==> src/rtl/sboot_pkg.sv <==
package sboot_pkg;
    typedef enum logic [1:0] {RX_IDLE, RX_START, RX_DATA, RX_STOP} rx_state_e;
    typedef enum logic [1:0] {LD_HDR, LD_DATA, LD_RUN} ld_state_e;
endpackage

==> src/rtl/sboot_uart_rx.sv <==
module sboot_uart_rx
    import sboot_pkg::*;
#(
    parameter int OVS = 16
) (
    input  logic       clk,
    input  logic       rst_n,
    input  logic       tick,
    input  logic       rxd,
    output logic       byte_vld,
    output logic [7:0] byte_data,
    output logic       byte_err
);
    localparam int CW = $clog2(OVS);
    localparam logic [CW-1:0] MID  = CW'(OVS / 2 - 1);
    localparam logic [CW-1:0] LAST = CW'(OVS - 1);

    typedef struct packed {
        logic      s1;
        logic      s2;
        rx_state_e st;
        logic [CW-1:0] cnt;
        logic [2:0] bitn;
        logic [7:0] sh;
        logic      vld;
        logic      err;
    } rx_t;

    rx_t q, d;

    always_comb begin
        d     = q;
        d.vld = 1'b0;
        d.err = 1'b0;
        d.s1  = rxd;
        d.s2  = q.s1;
        if (tick) begin
            case (q.st)
                RX_IDLE: if (!q.s2) begin
                    d.st  = RX_START;
                    d.cnt = '0;
                end
                RX_START: if (q.cnt == MID) begin
                    d.cnt  = '0;
                    d.bitn = '0;
                    d.st   = q.s2 ? RX_IDLE : RX_DATA;
                end else d.cnt = q.cnt + 1'b1;
                RX_DATA: if (q.cnt == LAST) begin
                    d.cnt  = '0;
                    d.sh   = {q.s2, q.sh[7:1]};
                    d.bitn = q.bitn + 1'b1;
                    if (q.bitn == 3'd7) d.st = RX_STOP;
                end else d.cnt = q.cnt + 1'b1;
                default: if (q.cnt == LAST) begin
                    d.cnt = '0;
                    d.st  = RX_IDLE;
                    if (q.s2) d.vld = 1'b1;
                    else      d.err = 1'b1;
                end else d.cnt = q.cnt + 1'b1;
            endcase
        end
    end

    always_ff @(posedge clk) begin
        if (!rst_n) begin
            q    <= '0;
            q.s1 <= 1'b1;
            q.s2 <= 1'b1;
            q.st <= RX_IDLE;
        end else begin
            q <= d;
        end
    end

    assign byte_vld  = q.vld;
    assign byte_err  = q.err;
    assign byte_data = q.sh;

    a_r2_valid_single: assert property (@(posedge clk) disable iff (!rst_n)
        byte_vld |=> !byte_vld);
endmodule

==> src/rtl/sboot_uart_tx.sv <==
module sboot_uart_tx #(
    parameter int OVS = 16
) (
    input  logic       clk,
    input  logic       rst_n,
    input  logic       tick,
    input  logic       wr,
    input  logic [7:0] wdata,
    output logic       empty,
    output logic       txd
);
    localparam int CW = $clog2(OVS);
    localparam logic [CW-1:0] LAST = CW'(OVS - 1);

    typedef struct packed {
        logic       full;
        logic [7:0] hold;
        logic       busy;
        logic [9:0] sh;
        logic [CW-1:0] cnt;
        logic [3:0] bitn;
    } tx_t;

    tx_t q, d;

    always_comb begin
        d = q;
        if (q.busy && tick) begin
            if (q.cnt == LAST) begin
                d.cnt  = '0;
                d.sh   = {1'b1, q.sh[9:1]};
                d.bitn = q.bitn + 1'b1;
                if (q.bitn == 4'd9) d.busy = 1'b0;
            end else d.cnt = q.cnt + 1'b1;
        end
        if (!q.busy && q.full) begin
            d.busy = 1'b1;
            d.sh   = {1'b1, q.hold, 1'b0};
            d.cnt  = '0;
            d.bitn = '0;
            d.full = 1'b0;
        end
        if (wr && !q.full) begin
            d.full = 1'b1;
            d.hold = wdata;
        end
    end

    always_ff @(posedge clk) begin
        if (!rst_n) q <= '0;
        else        q <= d;
    end

    assign empty = !q.full;
    assign txd   = q.busy ? q.sh[0] : 1'b1;

    a_r5_frame_starts_low: assert property (@(posedge clk) disable iff (!rst_n)
        $rose(q.busy) |-> !txd);
endmodule

==> src/rtl/sboot_loader_fsm.sv <==
module sboot_loader_fsm
    import sboot_pkg::*;
#(
    parameter int ADDR_W = 16,
    parameter int WORD_W = 24
) (
    input  logic              clk,
    input  logic              rst_n,
    input  logic              en,
    input  logic              rx_vld,
    input  logic [7:0]        rx_byte,
    input  logic              rx_err,
    input  logic              tx_empty,
    output logic              tx_wr,
    output logic [7:0]        tx_byte,
    output logic              ram_we,
    output logic [ADDR_W-1:0] ram_addr,
    output logic [WORD_W-1:0] ram_wdata,
    output logic              run,
    output logic [WORD_W-1:0] run_addr,
    output logic              frame_err
);
    localparam int NB = WORD_W / 8;
    localparam int IW = (NB > 1) ? $clog2(NB) : 1;
    localparam logic [IW-1:0] LASTB = IW'(NB - 1);

    typedef struct packed {
        ld_state_e st;
        logic [IW-1:0] idx;
        logic      addr_phase;
        logic [WORD_W-1:0] asm_w;
        logic [WORD_W-1:0] cnt;
        logic [WORD_W-1:0] base;
        logic [WORD_W-1:0] ptr;
        logic      pend;
        logic [7:0] echo;
        logic      we;
        logic [ADDR_W-1:0] waddr;
        logic [WORD_W-1:0] wdata;
        logic      ferr;
    } ld_t;

    ld_t q, d;
    logic [WORD_W-1:0] word;

    always_comb begin
        d     = q;
        d.we  = 1'b0;
        word  = {rx_byte, q.asm_w[WORD_W-1:8]};
        tx_wr = q.pend && tx_empty;
        if (tx_wr) d.pend = 1'b0;
        if (rx_err) d.ferr = 1'b1;
        if (rx_vld && en && q.st != LD_RUN) begin
            d.pend  = 1'b1;
            d.echo  = rx_byte;
            d.asm_w = word;
            if (q.idx == LASTB) begin
                d.idx = '0;
                if (q.st == LD_HDR) begin
                    if (!q.addr_phase) begin
                        d.cnt        = word;
                        d.addr_phase = 1'b1;
                    end else begin
                        d.base = word;
                        d.ptr  = word;
                        d.st   = (q.cnt == '0) ? LD_RUN : LD_DATA;
                    end
                end else begin
                    d.we    = 1'b1;
                    d.waddr = q.ptr[ADDR_W-1:0];
                    d.wdata = word;
                    d.ptr   = q.ptr + 1'b1;
                    d.cnt   = q.cnt - 1'b1;
                    if (q.cnt == WORD_W'(1)) d.st = LD_RUN;
                end
            end else begin
                d.idx = q.idx + 1'b1;
            end
        end
    end

    always_ff @(posedge clk) begin
        if (!rst_n) begin
            q    <= '0;
            q.st <= LD_HDR;
        end else begin
            q <= d;
        end
    end

    assign tx_byte   = q.echo;
    assign ram_we    = q.we;
    assign ram_addr  = q.waddr;
    assign ram_wdata = q.wdata;
    assign run       = (q.st == LD_RUN);
    assign run_addr  = q.base;
    assign frame_err = q.ferr;

    a_r1_no_write_when_off: assert property (@(posedge clk) disable iff (!rst_n)
        !$past(en) |-> !ram_we);
    a_r8_run_holds: assert property (@(posedge clk) disable iff (!rst_n)
        run |=> run);
    a_r8_no_write_after_run: assert property (@(posedge clk) disable iff (!rst_n)
        $past(run) |-> !ram_we);
    a_r4_err_sticky: assert property (@(posedge clk) disable iff (!rst_n)
        frame_err |=> frame_err);
endmodule

==> src/rtl/serial_boot_loader.sv <==
module serial_boot_loader #(
    parameter int ADDR_W = 16,
    parameter int WORD_W = 24,
    parameter int OVS    = 16
) (
    input  logic              clk,
    input  logic              rst_n,
    input  logic              os_tick,
    input  logic [2:0]        boot_mode,
    input  logic              rxd,
    output logic              txd,
    output logic              ram_we,
    output logic [ADDR_W-1:0] ram_addr,
    output logic [WORD_W-1:0] ram_wdata,
    output logic              run,
    output logic [WORD_W-1:0] run_addr,
    output logic              frame_err
);
    localparam logic [2:0] MODE_SERIAL = 3'b110;

    logic       en;
    logic       rx_vld, rx_err, tx_wr, tx_empty;
    logic [7:0] rx_byte, tx_byte;

    assign en = (boot_mode == MODE_SERIAL);

    sboot_uart_rx #(.OVS(OVS)) u_rx (
        .clk(clk), .rst_n(rst_n), .tick(os_tick), .rxd(rxd),
        .byte_vld(rx_vld), .byte_data(rx_byte), .byte_err(rx_err)
    );

    sboot_uart_tx #(.OVS(OVS)) u_tx (
        .clk(clk), .rst_n(rst_n), .tick(os_tick), .wr(tx_wr),
        .wdata(tx_byte), .empty(tx_empty), .txd(txd)
    );

    sboot_loader_fsm #(.ADDR_W(ADDR_W), .WORD_W(WORD_W)) u_fsm (
        .clk(clk), .rst_n(rst_n), .en(en),
        .rx_vld(rx_vld), .rx_byte(rx_byte), .rx_err(rx_err),
        .tx_empty(tx_empty), .tx_wr(tx_wr), .tx_byte(tx_byte),
        .ram_we(ram_we), .ram_addr(ram_addr), .ram_wdata(ram_wdata),
        .run(run), .run_addr(run_addr), .frame_err(frame_err)
    );
endmodule

==> config.mk <==
export PLATFORM = sky130hd
export DESIGN_NAME = serial_boot_loader
export DESIGN_NICKNAME = d
export VERILOG_FILES = /design/src/rtl/sboot_pkg.sv /design/src/rtl/sboot_uart_rx.sv /design/src/rtl/sboot_uart_tx.sv /design/src/rtl/sboot_loader_fsm.sv /design/src/rtl/serial_boot_loader.sv
export SDC_FILE = /design/constraint.sdc
export NUM_CORES = 1
export LEC_CHECK = 0
export ABC_CLOCK_PERIOD_IN_PS = 4400
export BUFFER_PORTS_ARGS = -buffer_cell sky130_fd_sc_hd__buf_2
export CAP_MARGIN = 20
export CORE_MARGIN = 1
export CORE_UTILIZATION = 35
export CTS_CLUSTER_DIAMETER = 150
export DETAILED_ROUTE_END_ITERATION = 10
export PLACE_DENSITY_LB_ADDON = 0.15
export SLEW_MARGIN = 25
export SYNTH_ARGS = -nofsm -noshare
export SYNTH_HDL_FRONTEND = slang
export SYNTH_SLANG_ARGS = --single-unit
==> constraint.sdc <==
create_clock -name clk -period 4.4 [get_ports clk]
set_clock_uncertainty 0.05 [all_clocks]
set_input_delay 0.22 -clock clk [delete_from_list [all_inputs] [get_ports clk]]
set_output_delay 0.22 -clock clk [all_outputs]
set_load 0.05 [all_outputs]
**Yosys cells after proc, flatten, opt, wreduce, memory -nomap -nowiden**

Cells that the tools add are included.

- $add $sub $neg: 7
- Equality and inequality tests: 18
- Mux-type cells: 36
- Bitwise logic cells: 4
- Reductions and logical operators: 35

Operators with widths:

| kind | number |
|---|---|
| $mux W24 | 4 |
| $mux W41 | 2 |
| $mux W50 | 1 |
| $mux W19 | 2 |
| $add A24 B1 Y24 const B | 1 |
| $eq A24 B1 Y1 const B | 1 |
| $logic_not A24 Y1 | 1 |
| $sub A24 B1 Y24 const B | 1 |
| $mux W11 | 2 |
| $reduce_and A3 Y1 | 7 |
| $mux W2 | 10 |
| $pmux W6 S3 | 1 |
| $mux W4 | 4 |
| $reduce_bool A2 Y1 | 7 |
| $add A4 B1 Y4 const B | 3 |
| $eq A4 B4 Y1 const B | 3 |
| $reduce_and A4 Y1 | 3 |
| $mux W9 | 1 |
| $ne A2 B1 Y1 const B | 4 |
| $eq A2 B2 Y1 const B | 3 |
| $eq A3 B3 Y1 const B | 2 |
| $logic_and A1 B1 Y1 | 6 |
| $mux W1 | 6 |
| $mux W6 | 1 |
| 15 further kinds | 24 |

- Bits in registers: 201
- Input bits: 7
- Output and inout port bits: 68
- Logic and storage cells: 128

**Logic depth before layout (Yosys ltp)**

Gate-level depths: netlist of run 1.

- Depth after elaboration: 5
- Gate-level depth with buffers: 8

**Hierarchy**

A second synthesis of run 1 with hierarchy kept.

- Cells, all modules: 1042
- Area total of the unflattened synthesis: 8411.8 µm²

By module, submodules not included:

| module | instances | cells each | area an instance (µm²) | sequential area each (µm²) |
|---|---|---|---|---|
| sboot_loader_fsm | 1 | 792 | 6105.9 | 2562.5 |
| sboot_uart_tx | 1 | 136 | 1226.2 | 560.5 |
| sboot_uart_rx | 1 | 113 | 1071.0 | 420.4 |
| serial_boot_loader | 1 | 1 | 8.8 | 0.0 |

**Worst setup path after synthesis of run 1**

Ideal clock, no wire load.

- Path kind: reg2reg
- From: register u_fsm.q[150] (netlist bit)
- To: register u_fsm.q[111] (netlist bit)
- Library setup time: 132 ps
- Arrival time: 1885 ps
- Data required time: 4218 ps
- Path slack: 2333 ps
- Stages on the path, launching flop included: 9
- Path buffers: 3
- Period minus slack after synthesis: 2067 ps
- Cell sequence: dfxtp_1 -> buf_2 -> nand2b_1 -> inv_2 -> or4_1 -> clkbuf_1 -> clkbuf_1 -> o21ai_0 -> a21oi_1

- Longest elaborated chain between the ends: 3
- Elaborated cells on any way between the ends: 6

RTL lines:

| what | line | RTL |
|---|---|---|
| from (decl) | sboot_loader_fsm.sv:43 | `ld_t q, d;` |
| $logic_not A2 Y1 / $ne A2 B2 Y1 (equally long branches) | sboot_loader_fsm.sv:59, sboot_loader_fsm.sv:53 |  |
| $ne A2 B2 Y1 (no source line) / $logic_and A1 B1 Y1 (equally long branches) | n/a |  |
| $reduce_and A3 Y1 (no source line) | n/a |  |

Several ways; a longest one is shown, not always the timed one.
A chain may end at the register's enable or synchronous reset.

**Final worst setup path of run 1**

- From: register u_fsm.q[150] (netlist bit)
- To: register u_fsm.q[114] (netlist bit)

The elaborated chain is that of the path after synthesis.

==> impl_metrics.yaml, run 1 <==
placed_design:
  post-place-ws_ns: 1.99
  numPortBuffers: 74
  post-dp-hpwl_um: 13300
  dpl.cell_count: 1228
  routabilityCongestion: 0.775
pwr:
  cellPowerDensity_nw_per_um2: 364
  peakVddDrop_uv: 242
  total_leakage_power_nw: 3.51
run:
  max-cap-violations: 0
floorplan:
  floorplan.die.width_um: 154
  initial_core_util: 0.357
  ios: 75
  floorplan.core_area_um2: 22700
  die-height_um: 154
  die_area_um2: 23800
  rows: 55
synthesis:
  synth-main-ff-cell: "sky130_fd_sc_hd__dfxtp_1"
  synthMostInstantiatedCell: "sky130_fd_sc_hd__dfxtp_1"
  synth.net_count: 1003
  synth_enable_flop_cells: 0
  ys_ff_latch: 177
  postSynthAreaPerCell_um2: 8.25
  synth_top_cells_by_area: "sky130_fd_sc_hd__dfxtp_1 44%, sky130_fd_sc_hd__nand2_1 7.7%, sky130_fd_sc_hd__mux2i_1 6.3%, sky130_fd_sc_hd__buf_4 5.9%, sky130_fd_sc_hd__a21oi_1 5.8%"
  post_synth_instance_area_um2: 8110
  synth_sequential_area_ratio: 0.437
  ys_types: 68
  syn_inst: 983
  yosys.area.top_type_share: 0.437
  synth.cells.most_frequent: "177 x sky130_fd_sc_hd__dfxtp_1, 166 x sky130_fd_sc_hd__nand2_1, 109 x sky130_fd_sc_hd__nor2_1"
  asyncSetResetFlopFracSynth: 0
  synth_largest_area_cell: "sky130_fd_sc_hd__dfxtp_1"
  synth.yosys.warnings: 0
cts:
  cts.reportedPaths.clkPinSlew_ns: 0.07
  cts_num_sinks: 177
  insertion_delay_ns: 0.43
  numCtsBuffers: 17
  cts_tree: "yes"
  htree_levels: 4
  clk_root_buffer_cell: "sky130_fd_sc_hd__clkbuf_16"
  cts_buffer_depth: 2
  cts_resized: 0
setup_path:
  worst_r2r_path_depth: 5
  path_depth: 5
  critPathMaxStageDelay_ns: 0.90
  timing.rr.end: "u_fsm.q[114]"
  cell_family_with_the_largest_share_of_critical_path_delay: "simple AND/OR/NAND/NOR gates"
  crit_arrival_ns: 2.66
  timing.critical_path.to: "u_fsm.q[114]"
  critical_path.slowest_cell: "sky130_fd_sc_hd__or4_1"
  critical_path.reg2reg.startpoint: "u_fsm.q[150]"
  worstPathBufferInverterCount: 1
  critical_path.startpoint_type: "flop"
  path_class: "flop to flop"
  worstPathMaxFanout: 18
  crit_required_ns: 4.65
  critical_path_endpoint_category: "flop"
  r2r_setup_slack_ns: 1.99
  crit_path_start: "u_fsm.q[150]"
  worstPathCellList: "nand2b_1, inv_2, or4_1, a221oi_1, o22ai_1"
layout:
  layout.cells.non_filler: 1261
  drive_above_1_share: 0.134
  multi_input_area_um2: 3820
  antenna_cells_inserted: 0
  num-nets-final: 983
  area_delta_synth_final_pct: 9.12
  area.sequential_um2: 3540
  fillCellCount: 2374
timing:
  setup_total_negative_slack_ns: 0
  tightestPinTransition_ns: 0.915
  final-setup-viol-count: 0
  layout_min_cycle_time_ns: 2.41
  slack_of_the_critical_path_ns: 1.99
  timing.final.crit_share: 0.549
  rsz0062_at_grt: "no"
  timing.slew.headroom: 0.389
  final_max_slew_viol_count: 0
  final-hold-violation-count: 0
  finalHoldWorstSlack_ns: 0.0792
  achievable-frequency_mhz: 414
grt:
  grt_pass1_wl_um: 33600
  antenna_found_initial: 0
  first_global_vias: 6076
  grt_overflow_total: 0
  total_routing_usage_gr: 0.180
  grt_max_degree: 102
status:
  status: "finished, final reports clean"
detailed_routing:
  avgRoutedWirePerCell_um: 16.5
  avgViaCountPerCell: 5.26
  drt_pre_antenna_iters: 4
  postRouteWirelength_um: 20800
  remaining_drcs: 0
  postRouteAntennaNets: 0
  dr_total_vias: 6629
  initialDrtViolationCount: 434
worst_hold_path:
  hold_path.class: "primary input to flop"
logic make-up after synthesis:
logic type | after synthesis | share of synthesized area
muxes | 52 | 0.0644
AOI/OAI and AO/OA | 207 | 0.156
and+or+nand+nor | 390 | 0.221
buffers and inverters | 137 | 0.0948
xor gates and xnor gates | 7 | 0.00756
adders and majority gates | 13 | 0.0201
DFF | 177 | 0.437
worst min-delay path by stage:
stage,start,endpoint,cells after the start
finish,os_tick,u_tx.q[5],3
floorplan,rxd,u_rx.d[19],1
global route,os_tick,u_tx.q[5],3
CTS,os_tick,u_tx.q[5],3
global placement,u_rx.d[19],u_rx.q[19],1
detailed placement,u_rx.d[19],u_rx.q[19],1
through the flow:
| stage | utilization | power, mW | instance area [um^2] |
|---|---|---|---|
| floorplan | - | 1.68 | 8110 |
| finish | 0.390 | 3.22 | 8850 |
| CTS | 0.389 | 3.26 | 8840 |
| detailed placement | 0.363 | 1.69 | 8230 |
| global route | 0.390 | 3.33 | 8850 |
| global placement | 0.361 | 1.69 | 8210 |
where the power goes:
group,internal (mW),switching (mW)
Clock,0.880,0.686
Sequential,1.60,0.000978
Combinational,0.0100,0.0400
Total,2.49,0.727
tightest hold or removal path, cell delays in order:
cell and delay [ns]:
sky130_fd_sc_hd__buf_2 0.15, sky130_fd_sc_hd__nand3_1 0.09, sky130_fd_sc_hd__a21oi_1 0.05
sequential cells by signal (all words and copies together) (netlist names):
signal,cells
u_fsm.tx_byte,8
u_fsm.ram_addr,16
u_rx.byte_err,1
u_fsm.run_addr,24
u_fsm.ram_wdata,24
u_fsm.ram_we,1
u_fsm.frame_err,1
u_rx.d,1
u_rx.q,10
u_rx.byte_vld,1
u_fsm.q,54
u_rx.byte_data,8
u_tx.q,28
cell type report:
cell class | instances | share of cell area
timing repair buffer | 84 | 0.0529
inverter | 14 | 0.00651
clock buffer | 20 | 0.0516
sequential | 177 | 0.401
multi-input combinational | 669 | 0.432
clock inverter | 12 | 0.0164
tap | 285 | 0.0403
per-layer routing:
layer  GRT usage  share of wire  routed length (um)
met1       0.252           0.51               10500
met2       0.276           0.44                9170
met3      0.0423          0.044                 922
met4      0.0490          0.010                 209
met5           0              0                   0
placed cells by master (no fill, tap or decap), types with 16 or more instances in the layout:
cell	n
sky130_fd_sc_hd__a211oi_1	16
sky130_fd_sc_hd__o21ai_0	35
sky130_fd_sc_hd__nand3_1	20
sky130_fd_sc_hd__mux2i_1	51
sky130_fd_sc_hd__dfxtp_1	177
sky130_fd_sc_hd__nor3_1	25
sky130_fd_sc_hd__clkbuf_16	17
sky130_fd_sc_hd__a21oi_1	94
sky130_fd_sc_hd__nor2_1	108
sky130_fd_sc_hd__nand2_1	166
sky130_fd_sc_hd__buf_2	74
what timing repair did:
item,CTS,global route
buffers inserted,0,0
endpoints found under the hold margin,1,0
hold buffers,1,0
Note: power is estimated with default switching activity, not from simulation.
==> inputs of run 2 (changes only) <==
--- a/config.mk
+++ b/config.mk
@@ -5,7 +5,8 @@
 export SDC_FILE = /design/constraint.sdc
 export NUM_CORES = 1
 export LEC_CHECK = 0
-export ABC_CLOCK_PERIOD_IN_PS = 4400
+export ABC_AREA = 1
+export ABC_CLOCK_PERIOD_IN_PS = 2500
 export BUFFER_PORTS_ARGS = -buffer_cell sky130_fd_sc_hd__buf_2
 export CAP_MARGIN = 20
 export CORE_MARGIN = 1
==> constraint.sdc (replaced) <==
create_clock -name clk -period 2.5 [get_ports clk]
set_clock_uncertainty 0.05 [all_clocks]
set_input_delay 0.125 -clock clk [delete_from_list [all_inputs] [get_ports clk]]
set_output_delay 0.125 -clock clk [all_outputs]
set_load 0.05 [all_outputs]
==> impl_metrics.yaml, run 2 <==
status:
  status: "finished, final reports clean"
cts:
  cts_num_sinks: 177
  htree_levels: 4
  numCtsBuffers: 17
  postCtsSetupRepairBufs: 0
  insertion_delay_ns: 0.46
  cts.reportedPaths.clkPinSlew_ns: 0.07
  cts_buffer_depth: 2
  clk_root_buffer_cell: "sky130_fd_sc_hd__clkbuf_16"
  cts_tree: "yes"
setup_path:
  critical_path.startpoint_type: "flop"
  crit_arrival_ns: 2.33
  r2r_setup_slack_ns: 0.43
  worstPathMaxFanout: 20
  worst_r2r_path_depth: 8
  critical_path_endpoint_category: "flop"
  timing.rr.end: "u_fsm.q[100]"
  path_class: "flop to flop"
  critical_path.reg2reg.startpoint: "u_rx.byte_vld"
  crit_required_ns: 2.75
pwr:
  peakVddDrop_uv: 285
  seqPwrFrac: 0.480
  comb_power_share: 0.017
  power_mw: 5.88
  cellPowerDensity_nw_per_um2: 646
  switching_share: 0.250
  p_clk_frac: 0.504
  net-switching-power_mw: 1.47
  total_leakage_power_nw: 3.69
  power_report.internal_total_mw: 4.41
synthesis:
  ys_ff_latch: 177
  yosys.area.top_type_share: 0.429
  synth_top_cells_by_area: "sky130_fd_sc_hd__dfxtp_1 43%, sky130_fd_sc_hd__a21oi_1 9.8%, sky130_fd_sc_hd__nand2_1 7.8%, sky130_fd_sc_hd__o21ai_0 6.8%, sky130_fd_sc_hd__buf_4 6.0%"
  syn_inst: 1135
  postSynthAreaPerCell_um2: 7.28
  synth_enable_flop_cells: 0
  post_synth_instance_area_um2: 8260
  synth_sequential_area_ratio: 0.429
  synth_largest_area_cell: "sky130_fd_sc_hd__dfxtp_1"
  asyncSetResetFlopFracSynth: 0
  synthMostInstantiatedCell: "sky130_fd_sc_hd__dfxtp_1"
  ys_types: 36
  synth.net_count: 1155
  synth-main-ff-cell: "sky130_fd_sc_hd__dfxtp_1"
  synth.cells.most_frequent: "177 x sky130_fd_sc_hd__dfxtp_1, 172 x sky130_fd_sc_hd__nand2_1, 162 x sky130_fd_sc_hd__a21oi_1"
  synth.yosys.warnings: 0
layout:
  max_reg_flops: 54
  antenna_cells_inserted: 0
  area_delta_synth_final_pct: 10.2
  largest-register: "u_fsm.q"
  area.sequential_um2: 3540
  finalInstanceArea_um2: 9100
  final_common_cell: "sky130_fd_sc_hd__dfxtp_1"
  layout.cells.non_filler: 1455
  drive_above_1_share: 0.124
  num-nets-final: 1149
  layout_common_cells: "177 x sky130_fd_sc_hd__dfxtp_1, 172 x sky130_fd_sc_hd__nand2_1, 162 x sky130_fd_sc_hd__a21oi_1"
  fillCellCount: 2428
  top_flop_regs: "u_fsm.q: 54 flops, u_tx.q: 28 flops"
  multi_input_area_um2: 3630
grt:
  first_global_vias: 6581
  grt_overflow_total: 0
  total_routing_usage_gr: 0.194
  grt_max_degree: 99
  antenna_found_initial: 0
  grt_pass1_wl_um: 36500
worst_hold_path:
  holdCritStartpoint: "rst_n"
  cells_on_worst_hold_path: 3
  hold_path.class: "primary input to flop"
  worstHoldEndpoint: "u_fsm.frame_err"
timing:
  finalHoldWorstSlack_ns: 0.120
  final-hold-violation-count: 0
  setup_total_negative_slack_ns: 0
  rsz0062_at_grt: "no"
  tightestPinTransition_ns: 0.916
  final_max_slew_viol_count: 0
  final-setup-viol-count: 0
  timing.final.crit_share: 0.830
  achievable-frequency_mhz: 482
  layout_min_cycle_time_ns: 2.07
  timing.slew.headroom: 0.389
detailed_routing:
  postRouteWirelength_um: 22500
  avgRoutedWirePerCell_um: 15.5
  routed-wl-met3_um: 886
  dr.max_layer_used: "met4"
  wl_met2_um: 9540
  initialDrtViolationCount: 414
  detail_route.wirelength.met1_um: 11600
  remaining_drcs: 0
  avgViaCountPerCell: 4.92
  postRouteAntennaNets: 0
  dr_total_vias: 7154
  drt_pre_antenna_iters: 5
placed_design:
  post-dp-hpwl_um: 15900
  routabilityCongestion: 0.829
  numPortBuffers: 74
  dpl.cell_count: 1421
  placedInstanceArea_um2: 8430
floorplan:
  floorplan.die.width_um: 156
  die_area_um2: 24200
  rows: 55
  die-height_um: 156
  ios: 75
  initial_core_util: 0.360
  floorplan.core_area_um2: 22900
run:
  max-cap-violations: 0
[run 2: cell families after synthesis]
| family | count (synthesis) | share of synthesized area |
|---|---|---|
| xor+xnor | 20 | 0.0212 |
| compound gates | 294 | 0.183 |
| fa+ha+maj | 13 | 0.0197 |
| simple gates | 418 | 0.216 |
| flops | 177 | 0.429 |
| buf+inv | 213 | 0.131 |
[run 2: per-layer routing]
layer | track usage | up-vias
met1 | 0.281 | 3264
met2 | 0.286 | 165
met4 | 0.0766 | 0
met3 | 0.0308 | 30
li1 | - | 3695
met5 | 0 | -
[run 2: area by class of cell]
class / instances / area share
multi-input cells: 745 / 0.399
flip-flops and latches: 177 / 0.389
repair buffers: 96 / 0.0594
clock buffers: 17 / 0.0467
well taps: 313 / 0.0430
inverters: 92 / 0.0379
clock inverters: 15 / 0.0249
[run 2: power groups by stage]
stage / clock network (mW) / registers [mW] / logic [mW]
floorplan: 0 / 2.89 / 0.0657
global placement: 0 / 2.89 / 0.0963
detailed placement: 0 / 2.89 / 0.0955
CTS: 3.01 / 2.82 / 0.0982
global route: 3.13 / 2.82 / 0.110
finish: 2.96 / 2.82 / 0.0975
[run 2: timing repair]
action,4_1_cts,5_1_grt
hold endpoints to repair,4,0
hold buffers,2,0
resized for setup,0,0
[run 2: stage by stage]
step	setup slack, ns	util
2_1_floorplan	0.995	-
3_3_place_gp	0.523	0.368
3_5_place_dp	0.493	0.368
4_1_cts	0.456	0.397
5_1_grt	0.289	0.397
6_report	0.426	0.397
[run 2: worst max-delay path by stage]
stage / start / end / slack [ns]
2_1_floorplan: u_fsm.q[99] / u_fsm.q[111] / 1.0
3_3_place_gp: u_rx.byte_vld / u_fsm.q[100] / 0.52
3_5_place_dp: u_rx.byte_vld / u_fsm.q[99] / 0.49
4_1_cts: u_rx.byte_vld / u_fsm.q[100] / 0.46
5_1_grt: u_rx.byte_vld / u_fsm.q[99] / 0.29
6_report: u_rx.byte_vld / u_fsm.q[100] / 0.43
[run 2: worst max-delay path, stage by stage, from the launching register on]
cell	delay, ns
sky130_fd_sc_hd__dfxtp_1	0.31
sky130_fd_sc_hd__nand2_1	0.06
sky130_fd_sc_hd__nor3_2	0.28
sky130_fd_sc_hd__nand2_1	0.17
sky130_fd_sc_hd__buf_4	0.22
sky130_fd_sc_hd__nor2_1	0.13
sky130_fd_sc_hd__inv_1	0.34
sky130_fd_sc_hd__o21ai_0	0.32
sky130_fd_sc_hd__a21oi_1	0.06
